===== src/rtl/asr_opu_pkg.sv =====
// Package: shared types for the arithmetic-right shifter operand unit.
// Assumes: the consumers size their data paths through their own parameters.
package asr_opu_pkg;

    // Class of shift selected by the decoder.
    typedef enum logic [1:0] {
        SH_PASS  = 2'd0,   // no shift, carry taken from flag
        SH_ARITH = 2'd1,   // 1 .. width-1 arithmetic shift
        SH_FILL  = 2'd2    // full-width or larger: sign fill
    } sh_kind_e;

endpackage


===== src/rtl/asr_amount_decode.sv =====
// Module: asr_amount_decode
// Picks the shift distance from either the immediate field or the low byte
// of the register value, and sorts it into pass, arithmetic or fill class.
// Assumes: IMM_W equals log2(DATA_W) and REG_W is wider than IMM_W.
module asr_amount_decode
    import asr_opu_pkg::*;
#(
    parameter int DATA_W  = 32,
    parameter int IMM_LSB = 7,
    parameter int IMM_W   = 5,
    parameter int REG_W   = 8
) (
    input  logic                      mode_reg,
    input  logic [DATA_W-1:0]         instr,
    input  logic [DATA_W-1:0]         rs_val,
    output sh_kind_e                  kind,
    output logic [$clog2(DATA_W)-1:0] amt
);
    localparam int SH_W = $clog2(DATA_W);

    logic [IMM_W-1:0] imm_amt;
    logic [REG_W-1:0] reg_amt;

    assign imm_amt = instr[IMM_LSB +: IMM_W];
    assign reg_amt = rs_val[REG_W-1:0];

    // Classify the selected distance and pass the low bits to the shifter.
    always_comb begin
        kind = SH_ARITH;
        amt  = '0;
        if (mode_reg) begin
            if (reg_amt == '0) begin
                kind = SH_PASS;
            end else if (reg_amt < REG_W'(DATA_W)) begin
                kind = SH_ARITH;
                amt  = reg_amt[SH_W-1:0];
            end else begin
                kind = SH_FILL;
            end
        end else begin
            if (imm_amt == '0) begin
                kind = SH_FILL;
            end else begin
                kind = SH_ARITH;
                amt  = SH_W'(imm_amt);
            end
        end
    end

    // the immediate form never yields an unshifted pass-through.
    always_comb begin
        if (!mode_reg) begin
            a_imm_never_pass_r1: assert (kind != SH_PASS)
                else $error("immediate mode decoded as pass");
        end
    end

endmodule


===== src/rtl/asr_barrel.sv =====
// Module: asr_barrel
// Logarithmic arithmetic-right shifter with carry-out, plus the pass and
// sign-fill cases chosen by the decoder.
// Assumes: amt is only meaningful for SH_ARITH and is then non-zero.
module asr_barrel
    import asr_opu_pkg::*;
#(
    parameter int DATA_W = 32
) (
    input  sh_kind_e                  kind,
    input  logic [$clog2(DATA_W)-1:0] amt,
    input  logic [DATA_W-1:0]         rm,
    input  logic                      c_in,
    output logic [DATA_W-1:0]         res,
    output logic                      cout
);
    localparam int SH_W = $clog2(DATA_W);

    logic                  sign;
    logic [DATA_W-1:0]     stg [0:SH_W];
    logic [SH_W-1:0]       amt_m1;

    assign sign   = rm[DATA_W-1];
    assign stg[0] = rm;
    assign amt_m1 = amt - 1'b1;

    // One stage per distance bit; each stage shifts by a power of two.
    for (genvar i = 0; i < SH_W; i++) begin : g_stage
        localparam int STEP = 1 << i;
        assign stg[i+1] = amt[i] ? {{STEP{sign}}, stg[i][DATA_W-1:STEP]}
                                 : stg[i];
    end

    // Select the result and the carry by class.
    always_comb begin
        case (kind)
            SH_PASS: begin
                res  = rm;
                cout = c_in;
            end
            SH_ARITH: begin
                res  = stg[SH_W];
                cout = rm[amt_m1];
            end
            default: begin
                res  = {DATA_W{sign}};
                cout = sign;
            end
        endcase
    end

    // an arithmetic shift keeps the sign in the top bit.
    always_comb begin
        if (kind == SH_ARITH) begin
            a_shift_keeps_sign_r3: assert (stg[SH_W][DATA_W-1] == rm[DATA_W-1])
                else $error("shift lost the sign bit");
        end
    end

endmodule


===== src/rtl/asr_out_reg.sv =====
// Module: asr_out_reg
// Result register: loads on a strobe, holds otherwise, and raises a
// one-cycle valid. Synchronous active-low reset.
module asr_out_reg #(
    parameter int DATA_W = 32
) (
    input  logic              clk,
    input  logic              rst_n,
    input  logic              load,
    input  logic [DATA_W-1:0] d_op,
    input  logic              d_c,
    output logic [DATA_W-1:0] q_op,
    output logic              q_c,
    output logic              q_vld
);

    // Capture the result on load and keep it until the next load.
    always_ff @(posedge clk) begin
        if (!rst_n) begin
            q_op <= '0;
            q_c  <= 1'b0;
        end else if (load) begin
            q_op <= d_op;
            q_c  <= d_c;
        end
    end

    // Valid follows the strobe by exactly one cycle.
    always_ff @(posedge clk) begin
        if (!rst_n) q_vld <= 1'b0;
        else        q_vld <= load;
    end

    p_hold_without_load_r8: assert property (@(posedge clk) disable iff (!rst_n)
        !load |=> ($stable(q_op) && $stable(q_c)));

endmodule


===== src/rtl/asr_operand_unit.sv =====
// Module: asr_operand_unit (top)
// Arithmetic-right shifter operand with carry-out, immediate or register
// distance, registered one cycle after in_valid.
// Assumes: the caller has already read rm_val and rs_val from the register file.
module asr_operand_unit
    import asr_opu_pkg::*;
#(
    parameter int DATA_W  = 32,
    parameter int IMM_LSB = 7,
    parameter int IMM_W   = 5,
    parameter int REG_W   = 8
) (
    input  logic              clk,
    input  logic              rst_n,
    input  logic              in_valid,
    input  logic              mode_reg,
    input  logic              c_in,
    input  logic [DATA_W-1:0] rm_val,
    input  logic [DATA_W-1:0] rs_val,
    input  logic [DATA_W-1:0] instr,
    output logic              out_valid,
    output logic [DATA_W-1:0] operand,
    output logic              carry_out
);
    localparam int SH_W = $clog2(DATA_W);

    sh_kind_e          kind;
    logic [SH_W-1:0]   amt;
    logic [DATA_W-1:0] res;
    logic              cout;

    asr_amount_decode #(
        .DATA_W (DATA_W),
        .IMM_LSB(IMM_LSB),
        .IMM_W  (IMM_W),
        .REG_W  (REG_W)
    ) u_dec (
        .mode_reg(mode_reg),
        .instr   (instr),
        .rs_val  (rs_val),
        .kind    (kind),
        .amt     (amt)
    );

    asr_barrel #(.DATA_W(DATA_W)) u_sh (
        .kind(kind),
        .amt (amt),
        .rm  (rm_val),
        .c_in(c_in),
        .res (res),
        .cout(cout)
    );

    asr_out_reg #(.DATA_W(DATA_W)) u_oreg (
        .clk  (clk),
        .rst_n(rst_n),
        .load (in_valid),
        .d_op (res),
        .d_c  (cout),
        .q_op (operand),
        .q_c  (carry_out),
        .q_vld(out_valid)
    );

    p_valid_after_strobe_r8: assert property (@(posedge clk) disable iff (!rst_n)
        in_valid |=> out_valid);

    p_valid_single_r8: assert property (@(posedge clk) disable iff (!rst_n)
        !in_valid |=> !out_valid);

    p_sign_kept_r6: assert property (@(posedge clk) disable iff (!rst_n)
        in_valid |=> (operand[DATA_W-1] == $past(rm_val[DATA_W-1])));

    p_reg_zero_pass_r5: assert property (@(posedge clk) disable iff (!rst_n)
        (in_valid && mode_reg && rs_val[REG_W-1:0] == '0)
        |=> (operand == $past(rm_val) && carry_out == $past(c_in)));

    p_reg_big_fill_r7: assert property (@(posedge clk) disable iff (!rst_n)
        (in_valid && mode_reg && rs_val[REG_W-1:0] >= REG_W'(DATA_W))
        |=> (operand == {DATA_W{carry_out}}));

    p_imm_zero_fill_r2: assert property (@(posedge clk) disable iff (!rst_n)
        (in_valid && !mode_reg && instr[IMM_LSB +: IMM_W] == '0)
        |=> (operand == {DATA_W{carry_out}}));

endmodule


===== config.mk =====
export PLATFORM = sky130hd
export DESIGN_NAME = asr_operand_unit
export DESIGN_NICKNAME = d
export VERILOG_FILES = /design/src/rtl/asr_opu_pkg.sv /design/src/rtl/asr_amount_decode.sv /design/src/rtl/asr_barrel.sv /design/src/rtl/asr_out_reg.sv /design/src/rtl/asr_operand_unit.sv
export SDC_FILE = /design/constraint.sdc
export NUM_CORES = 1
export LEC_CHECK = 0
export BUFFER_PORTS_ARGS = -buffer_cell sky130_fd_sc_hd__buf_2
export CORE_ASPECT_RATIO = 1.25
export CORE_MARGIN = 2
export CORE_UTILIZATION = 50
export DETAILED_ROUTE_END_ITERATION = 12
export PLACE_DENSITY = 0.82
export SYNTH_ARGS = -nofsm -noshare
export SYNTH_HDL_FRONTEND = slang
export SYNTH_SLANG_ARGS = --single-unit

===== constraint.sdc =====
create_clock -name clk -period 3.7 [get_ports clk]
set_input_delay 0.185 -clock clk [delete_from_list [all_inputs] [get_ports clk]]
set_output_delay 0.185 -clock clk [all_outputs]
set_load 0.05 [all_outputs]

; ---- Yosys cells after proc, flatten, opt, wreduce, memory -nomap -nowiden
; Cells that the tools add are included.
; W data, S select, Z words.
[word_totals]
reg_bits = 34
output_inout_bits = 34
[classes]
n_addsub = 1
reduce_logical = 3
n_eq_ne = 1
n_mux = 17
magnitude_cmp = 2
[ops]
columns = operator, count
row1 = $mux W31, 5
row2 = $pmux W31 S2, 1
row3 = $mux W5, 4
row4 = $logic_not A8 Y1, 1
row5 = $lt A8 B6 Y1 const B, 1
row6 = $mux W2, 4
row7 = $lt A5 B6 Y1 const B, 1
row8 = $bmux W1 S5, 1
row9 = $logic_not A5 Y1, 1
row10 = $sub A5 B1 Y5 const B, 1
row11 = $eq A2 B1 Y1 const B, 1
row12 = $logic_not A2 Y1, 1
row13 = $pmux W1 S2, 1
row14 = $mux W1, 1

; ---- Depth between registers and ports, before layout
[depth]
depth_word = 10
ltp_mapped = 10
mapped_depth_nobuf = 7

; ---- Hierarchy
; From an unflattened synthesis, not the netlist that was laid out.
[unflattened]
hier_cells = 454
hier_area_um2 = 4098.9
[modules_own_cells]
columns = mod, n_inst, area_each_um2, cells_each, seq_area_each_um2
row1 = asr_barrel, 1, 2656.3, 326, 0.0
row2 = asr_out_reg, 1, 1306.3, 108, 680.7
row3 = asr_amount_decode, 1, 136.4, 20, 0.0

; ---- Worst setup path before layout
; No wires, ideal clock.
[synth_path]
path_type = in2reg
start = input rs_val[5]
end = register u_oreg.q_op[23]
cell_stages = 8
path_buffers = 1
required_time_ps = 3578
path_slack_ps = 1479
t_arrival_ps = 2099
setup_ps = 122
path_cell_list = or3_1 -> buf_2 -> o21ai_4 -> mux2i_1 -> mux2i_1 -> a211oi_1 -> nand2_1 -> a221o_1
[synth_via]
elab_chain_len = 10
elab_cells_between_ends = 16
cone_classes = order compare (1) / eq/ne (1) / mux (12) / reduce/logical (2)
[synth_rtl]
columns = item, line
row1 = start: declaration, asr_operand_unit.sv:19  ; input logic [DATA_W-1:0] rs_val,
row2 = $lt A8 B6 Y1, asr_amount_decode.sv:34  ; end else if (reg_amt < REG_W'(DATA_W)) begin
row3 = $mux W5, asr_amount_decode.sv:34
row4 = $mux W5, asr_amount_decode.sv:32  ; if (reg_amt == '0) begin
row5 = $mux W5, asr_amount_decode.sv:31  ; if (mode_reg) begin
row6 = $mux W31 (5 in series), asr_barrel.sv:30  ; assign stg[i+1] = amt[i] ? {{STEP{sign}}, stg[i][DATA_W-1:STEP]}
row7 = $pmux W31 S2 *, asr_barrel.sv:36  ; case (kind)
row8 = end signal: assignment, asr_out_reg.sv:23  ; q_op <= d_op;
row9 = end: declaration, asr_out_reg.sv:12  ; output logic [DATA_W-1:0] q_op,
; Every way passes the cells marked *; elsewhere a longest branch is shown, timed or not.
; A chain may end at the register's enable or synchronous reset.

; ---- Final worst setup path
[layout_path]
start = input rs_val[5]
end = register u_oreg.q_op[25]
; Same word-level chain as after synthesis.

==> implementation parameters <==
Parameter                              Value

Worst setup path
  Worst endpoint data arrival time ... 2.89 ns
  Worst R2R Start ... u_oreg.q_op[5]
  Worst stage delay on the critical path ... 0.63 ns
  CP Buf/Inv Count ... 1
  Critical path type ... input port to flip-flop
  Cell chain of the critical path ... buf_2, or3_1, o21ai_4, mux2i_1, a21oi_1, or3_1, a221o_1
  Crit-path leading delay family ... compound AO/OA/AOI/OAI gates
  CP endpoint kind ... flip-flop
  Maximum fanout along the worst path ... 8
  Crit path launch ... rs_val[5]
  Setup crit start kind ... input port
  Worst Path Required ... slightly below 4 ns
  Critical path's most frequent cell ... or3_1
  Max stage delay cell, worst path ... mux2i_1

GRT
  Wire length of the first global-routing pass ... 25.0 mm
  Remaining Overflow, GRT ... 0
  Gr usage total ... 41.2%
  Number of antenna violations at the first check in global routing ... 0
  Via count of the first global-routing pass ... 4445
  Largest net degree at the start of global routing ... 31

Placement
  Number of input and output port buffers inserted ... 83
  Post-place instance area ... 4190 sq um
  Weighted congestion reported at the end of routability-driven placement ... between 1 and 1.5
  HPWL Detailed ... 12.4 mm

Power
  Power density over cell area ... roughly 340 nW/um^2
  Static Leak ... 1.81 nW
  Worst ir drop on vdd ... 247 uV

Clocking
  Clock-pin slew of the registers on the worst-case setup and hold paths ... 0.08 ns
  Cts hold-fix bufs ... 0
  Number of levels the H-tree was split into ... 2
  CTS Buffer Depth ... 2
  TritonCTS clock tree ... yes
  Setup bufs post-CTS ... 0
  Number of buffers inserted during clock tree synthesis ... 5
  Clock network latency to the later pin of the worst-skew pair ... 0.29 ns
  Number of cells upsized or downsized after cts ... 0
  Master cell of the clock root buffer ... clkbuf_8
  Clock Sinks ... 34

STA
  Final hold violation count ... 0
  Share of the clock period used by the worst path after layout ... 73.1%
  Setup repair after global routing missed its margin ... no
  Final sum of negative setup slack ... 0 ns
  Number of pins with negative max-slew slack in the final report ... 0
  Slew at the pin closest to its max-slew limit ... roughly 1.2 ns
  Relative max-transition margin ... 20.9%
  Highest attainable clock frequency ... 370 MHz
  Final setup violation count ... 0
  Minimum clock period after layout ... 2.70 ns
  Final setup skew ... 0 ns

Logic synthesis
  Cells after Synth ... 503
  Area fraction of the dominant cell type after synthesis ... 18.6%
  Async set-reset flop share out of synthesis ... 0%
  Total nets after synthesis ... between 600 and 700
  Post-synth EDFFs ... 0
  Leading area contributor after synthesis ... dfxtp_1
  Cell area after technology mapping ... 3660 sq um
  Synthesized area divided by synthesized cell count ... 7.27 sq um
  Post-synthesis sequential area ratio ... 18.6%
  Dominant synthesized flop cell ... dfxtp_1
  Dominant cells by area after synthesis ... dfxtp_1, mux2i_1, o21ai_0
  Total of flip-flops plus latches after synthesis ... 34
  Yosys warnings ... 0
  Unique masters post-synth ... 64

Worst hold path
  HP Start ... rst_n
  Min-Delay Path Class ... input port to flip-flop

Routing
  Antenna Violating Nets Remaining ... 0
  Via total after detailed routing ... 4845
  DR DRC count ... 0
  Detailed Route Iter0 Violations ... about 750
  Vias per inst ... 7.27
  DR pass1 iterations ... 6
  Routed wire length ... 16.5 mm
  Routed wire per std cell ... between 20 and 25 um

Floorplan
  Starting Density ... 52.1%
  Rows ... 34
  I/O pin count ... ~140
  Overall die height ... 99.6 um
  Core outline area ... between 7000 and 8000 sq um
  Area of the die ... 8020 sq um
  Width of the die ... 80.5 um

Layout
  Fin nets ... 676
  Fill cell instance count of the final layout ... 674
  Multi-input gate area in the final layout ... 2770 sq um
  Layout Area Growth over Synthesis ... 17.2%
  Share of cells above drive strength 1 ... 24.8%
  Antenna cell count ... 0
  Post-route cell area ... 4290 sq um
  Sequential Area ... 681 sq um

Run status
  Outcome ... completed

Run
  Number of violations of the max-capacitance limit ... 0
layer usage:
layer | track usage, % | up-vias | wire length (um) | part of all wire, %
li1 | - | 2129 | - | -
met1 | 55.6 | 2230 | 6510 | 40
met2 | 59.9 | 408 | 7020 | 43
met3 | 7.99 | 78 | 1810 | 11
met4 | 25.3 | 0 | 1120 | 6.8
met5 | 0 | - | 0 | 0
kinds of logic (layout without fill, tap and decap cells):
group,count (synthesis),in the layout,synth area share (%)
buffers and inverters,49,122,5.82
AND/OR/NAND/NOR,116,116,14.1
multiplexers,53,53,15.0
flip-flops,34,34,18.6
AO/OA/AOI/OAI,251,251,46.5
cells in the final DEF (no fill, tap or decap), types with 3 or more instances in the layout:
master,Yosys,routed
o211ai_1,16,16
a211o_1,3,3
o21ai_0,55,54
clkbuf_8,0,6
buf_4,2,22
buf_2,11,83
mux2_2,14,14
a22o_1,5,5
a221oi_1,11,11
inv_1,6,6
o21a_1,3,3
o22ai_1,18,18
a22oi_1,6,6
or3_1,3,3
or2_2,3,3
o2bb2ai_1,4,4
o221a_2,3,3
mux2i_1,39,39
nand2_1,47,47
nand3_1,8,8
a21o_1,9,9
o221ai_1,4,4
nor3_1,10,10
dfxtp_1,34,34
a21oi_1,50,49
nor2_1,34,34
a31oi_1,13,13
a211oi_1,14,14
o2111ai_1,3,3
a221o_1,3,3
o31a_1,3,3
metrics by stage:
| stage | std cells | total power, mW | utilization (%) | hold slack [ns] | setup slack [ns] |
|---|---|---|---|---|---|
| 2_1_floorplan | 503 | 0.898 | - | 0.323 | 1.48 |
| 3_3_place_gp | 658 | 1.12 | 59.7 | 0.432 | 0.803 |
| 3_5_place_dp | 658 | 1.13 | 59.7 | 0.440 | 0.812 |
| 4_1_cts | 666 | 1.43 | 61.1 | 0.194 | 1.11 |
| 5_1_grt | 666 | 1.50 | 61.1 | 0.236 | 0.947 |
| 6_report | 666 | 1.45 | 61.1 | 0.221 | 0.996 |
worst register-to-register path, cell delays in order, from the launching register on:
cell and delay, ns:
dfxtp_1 0.32, a32o_1 0.21, a41oi_1 0.45, nand2_1 0.10, nor3_1 0.43, a211oi_1 0.09
path summary, 6_finish.rpt:
path	cells after the start	slack [ns]	endpoint
worst max-delay path	7	1.0	u_oreg.q_op[25]
worst min-delay path	3	0.22	u_oreg.q_op[8]
worst max register to register	5	1.96	u_oreg.q_op[5]
worst min register to register	2	0.46	u_oreg.q_op[24]
where the power goes:
part | internal, mW | leakage (nW) | switching, mW
Combinational | 0.224 | 1.48 | 0.504
Clock | 0.150 | 0.0472 | 0.149
Sequential | 0.401 | 0.282 | 0.0168
sequential cells by signal, summed over array words and instances (netlist names):
register,count
u_oreg.q_op,32
u_oreg.q_c,1
u_oreg.q_vld,1
synth_stat cells, drive strengths merged, types with 9 or more instances:
| cell type | n |
|---|---|
| mux2 | 14 |
| a21o | 9 |
| dfxtp | 34 |
| nor2 | 34 |
| clkbuf | 26 |
| buf | 15 |
| o21ai | 57 |
| a21oi | 50 |
| a31oi | 13 |
| a221oi | 11 |
| a211oi | 14 |
| nor3 | 10 |
| o22ai | 19 |
| nand2 | 47 |
| o211ai | 16 |
| mux2i | 39 |
cell type report:
| type | instances | area share (%) |
|---|---|---|
| Clock buffer | 6 | 1.93 |
| Clock inverter | 2 | 0.292 |
| Inverter | 8 | 0.701 |
| Multi-Input combinational cell | 420 | 64.6 |
| Sequential cell | 34 | 15.9 |
| Tap cell | 90 | 2.63 |
| Timing Repair Buffer | 106 | 14.0 |
Note: power is estimated with default switching activity, not from simulation.
